===== src/rtl/aclink_pkg.sv =====
package aclink_pkg;

  typedef enum logic [2:0] {
    ST_COLD     = 3'd0,
    ST_WAIT_RDY = 3'd1,
    ST_ACTIVE   = 3'd2,
    ST_PD_GAP   = 3'd3,
    ST_DOWN     = 3'd4,
    ST_WARM     = 3'd5
  } seq_state_e;

  function automatic int unsigned max3(input int unsigned a, input int unsigned b,
                                       input int unsigned c);
    int unsigned m;
    m = (a > b) ? a : b;
    return (m > c) ? m : c;
  endfunction

endpackage


===== src/rtl/aclink_sync2.sv =====
module aclink_sync2 #(
  parameter int W = 1
) (
  input  logic         clk,
  input  logic         rst_n,
  input  logic [W-1:0] d,
  output logic [W-1:0] q
);
  logic [W-1:0] meta_q;

  always_ff @(posedge clk or negedge rst_n) begin
    if (!rst_n) begin
      meta_q <= '0;
      q      <= '0;
    end else begin
      meta_q <= d;
      q      <= meta_q;
    end
  end
endmodule


===== src/rtl/aclink_bclk_mon.sv =====
module aclink_bclk_mon #(
  parameter int ABSENT_CYC = 8
) (
  input  logic clk,
  input  logic rst_n,
  input  logic bit_clk,
  output logic present
);
  localparam int CW = $clog2(ABSENT_CYC + 1);
  localparam logic [CW-1:0] LIMIT = CW'(ABSENT_CYC);

  logic          bclk_s;
  logic          bclk_d;
  logic [CW-1:0] idle_q;
  logic [CW-1:0] idle_n;
  logic          edge_seen;

  aclink_sync2 #(.W(1)) u_sync (
    .clk  (clk),
    .rst_n(rst_n),
    .d    (bit_clk),
    .q    (bclk_s)
  );

  assign edge_seen = bclk_s ^ bclk_d;

  always_comb begin
    if (edge_seen)           idle_n = '0;
    else if (idle_q == LIMIT) idle_n = idle_q;
    else                     idle_n = idle_q + CW'(1);
  end

  always_ff @(posedge clk or negedge rst_n) begin
    if (!rst_n) begin
      bclk_d  <= 1'b0;
      idle_q  <= LIMIT;
      present <= 1'b0;
    end else begin
      bclk_d  <= bclk_s;
      idle_q  <= idle_n;
      present <= (idle_n < LIMIT);
    end
  end
endmodule


===== src/rtl/aclink_wake_qual.sv =====
module aclink_wake_qual #(
  parameter int LANES    = 2,
  parameter int WAKE_CYC = 50
) (
  input  logic             clk,
  input  logic             rst_n,
  input  logic             arm,
  input  logic [LANES-1:0] sdin,
  output logic             wake
);
  localparam int CW = $clog2(WAKE_CYC + 1);
  localparam logic [CW-1:0] FULL = CW'(WAKE_CYC);
  localparam logic [CW-1:0] LAST = CW'(WAKE_CYC - 1);

  logic [LANES-1:0] line_s;
  logic [LANES-1:0] hit;

  aclink_sync2 #(.W(LANES)) u_sync (
    .clk  (clk),
    .rst_n(rst_n),
    .d    (sdin),
    .q    (line_s)
  );

  for (genvar i = 0; i < LANES; i++) begin : g_lane
    logic          seen_low_q;
    logic [CW-1:0] high_q;

    assign hit[i] = arm && line_s[i] && seen_low_q && (high_q == LAST);

    always_ff @(posedge clk or negedge rst_n) begin
      if (!rst_n) begin
        seen_low_q <= 1'b0;
        high_q     <= '0;
      end else if (!arm) begin
        seen_low_q <= 1'b0;
        high_q     <= '0;
      end else if (!line_s[i]) begin
        seen_low_q <= 1'b1;
        high_q     <= '0;
      end else if (seen_low_q && (high_q != FULL)) begin
        high_q <= high_q + CW'(1);
      end
    end
  end

  always_ff @(posedge clk or negedge rst_n) begin
    if (!rst_n) wake <= 1'b0;
    else        wake <= |hit;
  end
endmodule


===== src/rtl/aclink_seq_fsm.sv =====
module aclink_seq_fsm
  import aclink_pkg::*;
#(
  parameter int RST_CYC  = 50,
  parameter int SYNC_CYC = 50,
  parameter int GAP_CYC  = 4167
) (
  input  logic clk,
  input  logic rst_n,
  input  logic cold_req,
  input  logic warm_req,
  input  logic pwrdn_issued,
  input  logic codec_ready,
  input  logic bclk_present,
  input  logic wake,
  output logic ac_rst_n,
  output logic sync_out,
  output logic frame_en,
  output logic arm
);
  localparam int MAXC = int'(max3(RST_CYC, SYNC_CYC, GAP_CYC));
  localparam int CW   = $clog2(MAXC + 1);
  localparam logic [CW-1:0] RST_LAST  = CW'(RST_CYC - 1);
  localparam logic [CW-1:0] SYNC_LAST = CW'(SYNC_CYC - 1);
  localparam logic [CW-1:0] GAP_LAST  = CW'(GAP_CYC - 1);

  seq_state_e    state_q, state_n;
  logic [CW-1:0] cnt_q, cnt_n;
  logic          warm_pend_q, warm_pend_n;
  logic          wake_pend_q, wake_pend_n;
  logic          in_pd, stay_pd;

  assign in_pd   = (state_q == ST_PD_GAP) || (state_q == ST_DOWN);
  assign stay_pd = (state_n == ST_PD_GAP) || (state_n == ST_DOWN);
  assign arm     = in_pd;

  always_comb begin
    state_n = state_q;
    cnt_n   = cnt_q + CW'(1);
    unique case (state_q)
      ST_COLD: begin
        if (cnt_q == RST_LAST) begin
          state_n = ST_WAIT_RDY;
          cnt_n   = '0;
        end
      end
      ST_WAIT_RDY: begin
        cnt_n = '0;
        if (codec_ready) state_n = ST_ACTIVE;
      end
      ST_ACTIVE: begin
        cnt_n = '0;
        if (pwrdn_issued) state_n = ST_PD_GAP;
      end
      ST_PD_GAP: begin
        if (cnt_q == GAP_LAST) begin
          state_n = ST_DOWN;
          cnt_n   = '0;
        end
      end
      ST_DOWN: begin
        cnt_n = '0;
        if ((warm_pend_q || wake_pend_q) && !bclk_present) state_n = ST_WARM;
      end
      ST_WARM: begin
        if (cnt_q == SYNC_LAST) begin
          state_n = ST_WAIT_RDY;
          cnt_n   = '0;
        end
      end
      default: begin
        state_n = ST_COLD;
        cnt_n   = '0;
      end
    endcase
    if (cold_req) begin
      state_n = ST_COLD;
      cnt_n   = '0;
    end
  end

  always_comb begin
    warm_pend_n = stay_pd && in_pd && (warm_pend_q || warm_req);
    wake_pend_n = stay_pd && (wake_pend_q || wake);
  end

  always_ff @(posedge clk or negedge rst_n) begin
    if (!rst_n) begin
      state_q     <= ST_COLD;
      cnt_q       <= '0;
      warm_pend_q <= 1'b0;
      wake_pend_q <= 1'b0;
      ac_rst_n    <= 1'b0;
      sync_out    <= 1'b0;
      frame_en    <= 1'b0;
    end else begin
      state_q     <= state_n;
      cnt_q       <= cnt_n;
      warm_pend_q <= warm_pend_n;
      wake_pend_q <= wake_pend_n;
      ac_rst_n    <= (state_n != ST_COLD);
      sync_out    <= (state_n == ST_WARM);
      frame_en    <= (state_n == ST_ACTIVE);
    end
  end
endmodule


===== src/rtl/aclink_pwr_seq.sv =====
module aclink_pwr_seq #(
  parameter int CYC_PER_US = 50,
  parameter int RST_US     = 1,
  parameter int SYNC_US    = 1,
  parameter int WAKE_US    = 1,
  parameter int PD_GAP_CYC = 4167,
  parameter int ABSENT_CYC = 8,
  parameter int LANES      = 2
) (
  input  logic             clk,
  input  logic             rst_n,
  input  logic             bit_clk,
  input  logic [LANES-1:0] sdin,
  input  logic             codec_ready,
  input  logic             cold_req,
  input  logic             warm_req,
  input  logic             pwrdn_issued,
  input  logic             pme_ack,
  output logic             ac_rst_n,
  output logic             sync_out,
  output logic             frame_en,
  output logic             bclk_present,
  output logic             pme
);
  localparam int RST_CYC  = RST_US * CYC_PER_US;
  localparam int SYNC_CYC = SYNC_US * CYC_PER_US;
  localparam int WAKE_CYC = WAKE_US * CYC_PER_US;

  logic wake;
  logic arm;

  aclink_bclk_mon #(.ABSENT_CYC(ABSENT_CYC)) u_bclk (
    .clk    (clk),
    .rst_n  (rst_n),
    .bit_clk(bit_clk),
    .present(bclk_present)
  );

  aclink_wake_qual #(.LANES(LANES), .WAKE_CYC(WAKE_CYC)) u_wake (
    .clk  (clk),
    .rst_n(rst_n),
    .arm  (arm),
    .sdin (sdin),
    .wake (wake)
  );

  aclink_seq_fsm #(.RST_CYC(RST_CYC), .SYNC_CYC(SYNC_CYC), .GAP_CYC(PD_GAP_CYC)) u_fsm (
    .clk         (clk),
    .rst_n       (rst_n),
    .cold_req    (cold_req),
    .warm_req    (warm_req),
    .pwrdn_issued(pwrdn_issued),
    .codec_ready (codec_ready),
    .bclk_present(bclk_present),
    .wake        (wake),
    .ac_rst_n    (ac_rst_n),
    .sync_out    (sync_out),
    .frame_en    (frame_en),
    .arm         (arm)
  );

  always_ff @(posedge clk or negedge rst_n) begin
    if (!rst_n) pme <= 1'b0;
    else        pme <= wake | (pme & ~pme_ack);
  end
endmodule


===== config.mk =====
export PLATFORM = sky130hd
export DESIGN_NAME = aclink_pwr_seq
export DESIGN_NICKNAME = d
export VERILOG_FILES = /design/src/rtl/aclink_pkg.sv /design/src/rtl/aclink_sync2.sv /design/src/rtl/aclink_bclk_mon.sv /design/src/rtl/aclink_wake_qual.sv /design/src/rtl/aclink_seq_fsm.sv /design/src/rtl/aclink_pwr_seq.sv
export SDC_FILE = /design/constraint.sdc
export NUM_CORES = 1
export LEC_CHECK = 0
export BUFFER_PORTS_ARGS = -buffer_cell sky130_fd_sc_hd__buf_2
export CORE_ASPECT_RATIO = 1.25
export CORE_MARGIN = 2
export CORE_UTILIZATION = 49
export CTS_BUF_LIST = sky130_fd_sc_hd__clkbuf_8
export CTS_CLUSTER_DIAMETER = 80
export DETAILED_ROUTE_END_ITERATION = 12
export GPL_TIMING_DRIVEN = 1
export PLACE_DENSITY_LB_ADDON = 0.15
export SLEW_MARGIN = 20
export SYNTH_ARGS = -nofsm -noshare
export SYNTH_HDL_FRONTEND = slang
export SYNTH_HIERARCHICAL = 1
export SYNTH_SLANG_ARGS = --single-unit

===== constraint.sdc =====
create_clock -name clk -period 2.1 [get_ports clk]
set_input_delay 0 -clock clk [delete_from_list [all_inputs] [get_ports clk]]
set_output_delay 0 -clock clk [all_outputs]
set_load 0.01 [all_outputs]

# == Yosys cells after proc, flatten, opt, wreduce, memory -nomap -nowiden ==
# Cells that the tools add are included.
# totals
reg_bits,49
inputBits,10
output_inout_bits,5
word_cells,94
# op_classes
addsub,4
order_cmp,1
n_eq_ne,20
n_mux,23
bitwise_logic,4
n_reduce_logical,22
# op_table
cell,n
$mux W13,3
$mux W6,6
$pmux W13 S2,1
$mux W3,6
$pmux W3 S5,1
$add A13 B1 Y13 const B,1
$eq A13 B13 Y1 const B,1
$eq A13 B6 Y1 const B,1
$add A6 B1 Y6 const B,2
$eq A3 B2 Y1 const B,4
$eq A3 B3 Y1 const B,4
$eq A6 B6 Y1 const B,2
$logic_and A1 B1 Y1,12
$ne A6 B6 Y1 const B,2
$mux W4,2
$ne A3 B3 Y1 const B,2
$logic_or A1 B1 Y1,5
$add A4 B1 Y4 const B,1
$eq A4 B4 Y1 const B,1
$lt A4 B4 Y1 const B,1
$mux W1,4
$ne A2 B2 Y1 const B,2
$reduce_or A2 Y1,2
$eq A3 B1 Y1 const B,1
other kinds (7),7

# == Logic depth before layout (Yosys ltp) ==
# depth
word_depth,9
depth_mapped,8
mapped_depth_nobuf,7

# == By module ==
# Netlist, hierarchy kept.
# modules_own_cells
mod,n_inst,cells_per_inst,area_per_inst_um2,seq_area_each_um2
aclink_seq_fsm,1,123,1164.9,525.5
aclink_wake_qual,1,87,849.6,375.4
aclink_bclk_mon,1,23,269.0,151.4
aclink_sync2 at u_wake.u_sync,1,4,100.1,100.1
aclink_sync2 at u_bclk.u_sync,1,2,50.0,50.0
aclink_pwr_seq,1,3,36.3,25.0

# == Least setup slack after synthesis ==
# Ideal clock, no wire load.
# synth_path
kind,register -> register
startpoint,register u_fsm.cnt_q[7]
endpoint,register u_fsm.sync_out
arrival_time_ps,1747
required_ps,1957
setup_slack_ps,210
path_stages_with_launch,6
path_buffers,0
period_less_slack_ps,1890
cell_sequence,dfrtp_1 or4_4 nor4b_4 a211oi_1 or2_1 a21boi_0
# synth_via
elab_chain_len,5
elab_cells_between_ends,7
cone_classes,3 x eq/ne; 4 x mux
# synth_lines
element,line,text
from (decl),aclink_seq_fsm.sv:28,"logic [CW-1:0] cnt_q, cnt_n;"
from (signal assigned),aclink_seq_fsm.sv:98,cnt_q <= cnt_n;
$eq A13 B6 Y1 / $eq A13 B13 Y1 (equally long branches),"aclink_seq_fsm.sv:42, aclink_seq_fsm.sv:66, aclink_seq_fsm.sv:56",
"$mux W3, on equally long branches","aclink_seq_fsm.sv:42, aclink_seq_fsm.sv:66, aclink_seq_fsm.sv:56",
$pmux W3 S5 *,aclink_seq_fsm.sv:40,unique case (state_q)
$mux W3 *,aclink_seq_fsm.sv:76,if (cold_req) begin
named net u_fsm.state_n[2],aclink_seq_fsm.sv:27,"seq_state_e state_q, state_n;"
$eq A3 B3 Y1 *,aclink_seq_fsm.sv:102,sync_out <= (state_n == ST_WARM);
to (signal assigned),aclink_seq_fsm.sv:102,
to (decl),aclink_seq_fsm.sv:17,"output logic sync_out,"
# Mark *: on every way through the listed nets, which the timed path passes. The rest lies on a longest branch.
# A chain may end at the register's enable or synchronous reset.

# == Final worst setup path ==
# Ends and elaborated chain as after synthesis.

==> run metrics <==
Core ar.=0.00480 mm2; Tcrit/Tclk final=94.9%; worst vdd ir=466 uV; post-synthesis sequential area ratio=49.7%; #FFs+latches synth=49; mapped cell area=0.00247 mm2; port bufs=14; top_reg_cell synth=dfrtp_1; RSZ-0062 raised after global routing=no; Pwr Density=644 mW/mm2; met2 WL=2090 um; Leak Pwr=1.25 nW; ANT cells=0; routed vias/inst=5.42; largest net degree at the start of global routing=50; worst stage delay on the critical path=0.57 ns; post-synth top area cell=dfrtp_1; data arrival time of the worst path=2.15 ns; EDFF count, synth=0; top sig layer=met4; syn nets=263; drt drc=0; CP Cell Sequence=or4_4, nor4b_4, a211oi_1, or2_1, a21boi_0; # fillers=397; Initial Util=51.5%; post-CTS setup buffer count=0; slowest CP cell=or4_4; hold_buf cts=6; Clk Tree Root Cell=clkbuf_8; Detail Placement HPWL=3110 um; ranking of synthesized cells by area=dfrtp_1 (49%), ha_1 (5.6%), nor2_1 (5.5%), xor2_1 (3.5%), xnor2_1 (2.8%); share of cells above drive strength 1=15.3%; post-synth cell types=49; initial antenna violation count=0; Avg WL per Cell=13.2 um; first-pass GRT wire length=7970 um; family with the most delay on the worst path=simple AND/OR/NAND/NOR gates; htree depth=2; skew final=0.0102 ns; min Tclk post-route=1.99 ns; CTS Buf Count=5; Max Fclk=502 MHz; Pins Over Slew Limit=0; post-synth top area share=48.6%; Critical Path RT=2.26 ns; Pwr Total=1.82 mW; Crit Path Max Fanout=5; Post-Place Cells=320; Bufs and invs on worst path=0; DRT Pass-1 Iters=4; Mean Syn Cell Area=10.2 um2; setup_tns=0 ns; Worst-path clk slew=0.09 ns; Skew-Pair Late Insertion Delay=0.29 ns; First DRT Iteration DRCs=133; total wire length=4400 um; worst hold path type=input pin to flip-flop; nets=294; WS Path Type=flip-flop to flip-flop; Total GRT Usage=17.8%; CTS resizes=0; Slew headroom=60.3%; Least-Margin Pin Slew=0.596 ns; final setup violation count=0; Critical Path Sink Type=flip-flop; die area=0.00563 mm2; Antenna Nets Post-Route=0; Mapped Cells=242; DIE WIDTH=67.5 um; CP Launch Type=flip-flop; Warnings, synthesis=6; async set-reset flop share out of synthesis=100%; via count=1810; DR WL met3=97 um; Met1 Routed Length=2150 um; layout overhead on the synthesized area=14.6%; Die H=83.4 um; CTS Sinks=49; CTS tree=yes; status=finished, final reports clean; clk buf depth=2; RD Place Congestion=0.794; Site Rows=28; I/O pin count=15; Final Hold Fails=0; fin cells=334; max cap viols=0; vias in the first global route=1842; global route overflow=0
path summary, 6_finish.rpt:
path,cells past startpoint,end,start,slack (ns)
min in group asynchronous,3,u_fsm/cnt_q[4]$_DFF_PN0_,rst_n,0.32
max in group asynchronous,3,u_wake/wake$_DFF_PN0_,rst_n,1.37
worst max-delay path,5,u_fsm/sync_out$_DFF_PN0_,u_fsm/cnt_q[7]$_DFF_PN0_,0.11
worst min register to register,0,u_wake/u_sync/q[0]$_DFF_PN0_,u_wake/u_sync/meta_q[0]$_DFF_PN0_,0.35
worst min-delay path,3,u_fsm/warm_pend_q$_DFF_PN0_,warm_req,0.01
worst max register to register,5,u_fsm/sync_out$_DFF_PN0_,u_fsm/cnt_q[7]$_DFF_PN0_,0.11
placed cells by master (no fill, tap or decap), types with 2 or more instances in the layout:
cell type,synthesis,routed
buf_4,1,7
nand2b_1,2,2
xnor2_1,8,8
o21ai_0,4,4
and2_1,4,4
a211oi_1,4,4
or3_1,3,3
nand3b_1,4,4
nand3_1,8,8
buf_2,1,14
or2_1,2,2
nand4_1,11,11
nor4_1,4,4
ha_1,11,11
nor2_1,36,36
a211o_1,2,2
mux2i_1,2,2
a31oi_1,3,3
nand2_1,13,13
clkbuf_8,0,6
and4bb_2,3,3
xor2_1,10,10
dfrtp_1,48,48
a21o_1,5,5
a21boi_0,4,4
dlygate4sd3_1,0,6
a21oi_1,13,13
inv_1,13,13
routing by layer:
metal / up-vias / GRT usage (%)
met3: 7 / 2.98
li1: 915 / -
met2: 20 / 28.7
met1: 868 / 24.2
met4: 0 / 5.01
met5: - / 0
worst register-to-register path: cells and delay by family, from the launching register on:
kind	cells	cell delay [ns]
AO/OA/AOI/OAI	2	0.26
flip-flops	1	0.43
AND/OR/NAND/NOR	3	1.18
stage by stage:
step / util (%) / setup slack, ns / hold slack (ns) / area [um2]
floorplan: - / 0.210 / -0.296 / 2470
global placement: 55.2 / 0.149 / 0.107 / 2650
detailed placement: 55.2 / 0.128 / 0.110 / 2650
CTS: 59.0 / 0.119 / 0.000247 / 2830
global route: 59.0 / 0.00391 / 0.0372 / 2830
finish: 59.0 / 0.106 / 0.0112 / 2830
cell usage after synthesis (all sizes together), types with 5 or more instances:
cell	count
o21ai	5
and2	5
nand4	12
xor2	10
inv	13
dfrtp	48
nand3	8
xnor2	8
nand2	13
ha	11
nor2	36
a21oi	13
a21o	5
cell type report:
class / count / area (um2) / area share (%)
multi-input combinational: 177 / 1180 / 41.6
clock inverter: 2 / 37.5 / 1.33
inverter: 13 / 48.8 / 1.72
clock buffer: 6 / 82.6 / 2.92
sequential: 49 / 1230 / 43.3
timing repair buffer: 27 / 183 / 6.45
tap: 60 / 75.1 / 2.65
cell families (layout without fill, tap and decap cells):
group / Yosys count / count (layout) / share of synthesized area, %
adder cells (fa/ha/maj): 11 / 11 / 5.57
multiplexers: 2 / 2 / 0.811
XOR/XNOR: 18 / 18 / 6.38
AO/OA/AOI/OAI: 40 / 40 / 10.4
buffers and inverters: 16 / 48 / 2.63
flip-flops: 49 / 49 / 49.7
AND/OR/NAND/NOR: 106 / 106 / 24.5
report_power, final:
part	switching, mW	internal (mW)	total, mW	leakage, nW
registers	0.0221	0.969	0.991	0.654
clock network	0.302	0.387	0.690	0.0574
logic	0.0796	0.0627	0.142	0.536
total	0.404	1.42	1.82	1.25
flip-flops by register name, summed over array words and instances, names as in the netlist, 2 cells and up:
register / flops
u_bclk/idle_q: 4
u_fsm/cnt_q: 13
u_fsm/state_q: 3
u_wake/g_lane.high_q: 12
u_wake/g_lane.seen_low_q: 2
u_wake/u_sync/meta_q: 2
u_wake/u_sync/q: 2
Note: power is estimated with default switching activity, not from simulation.
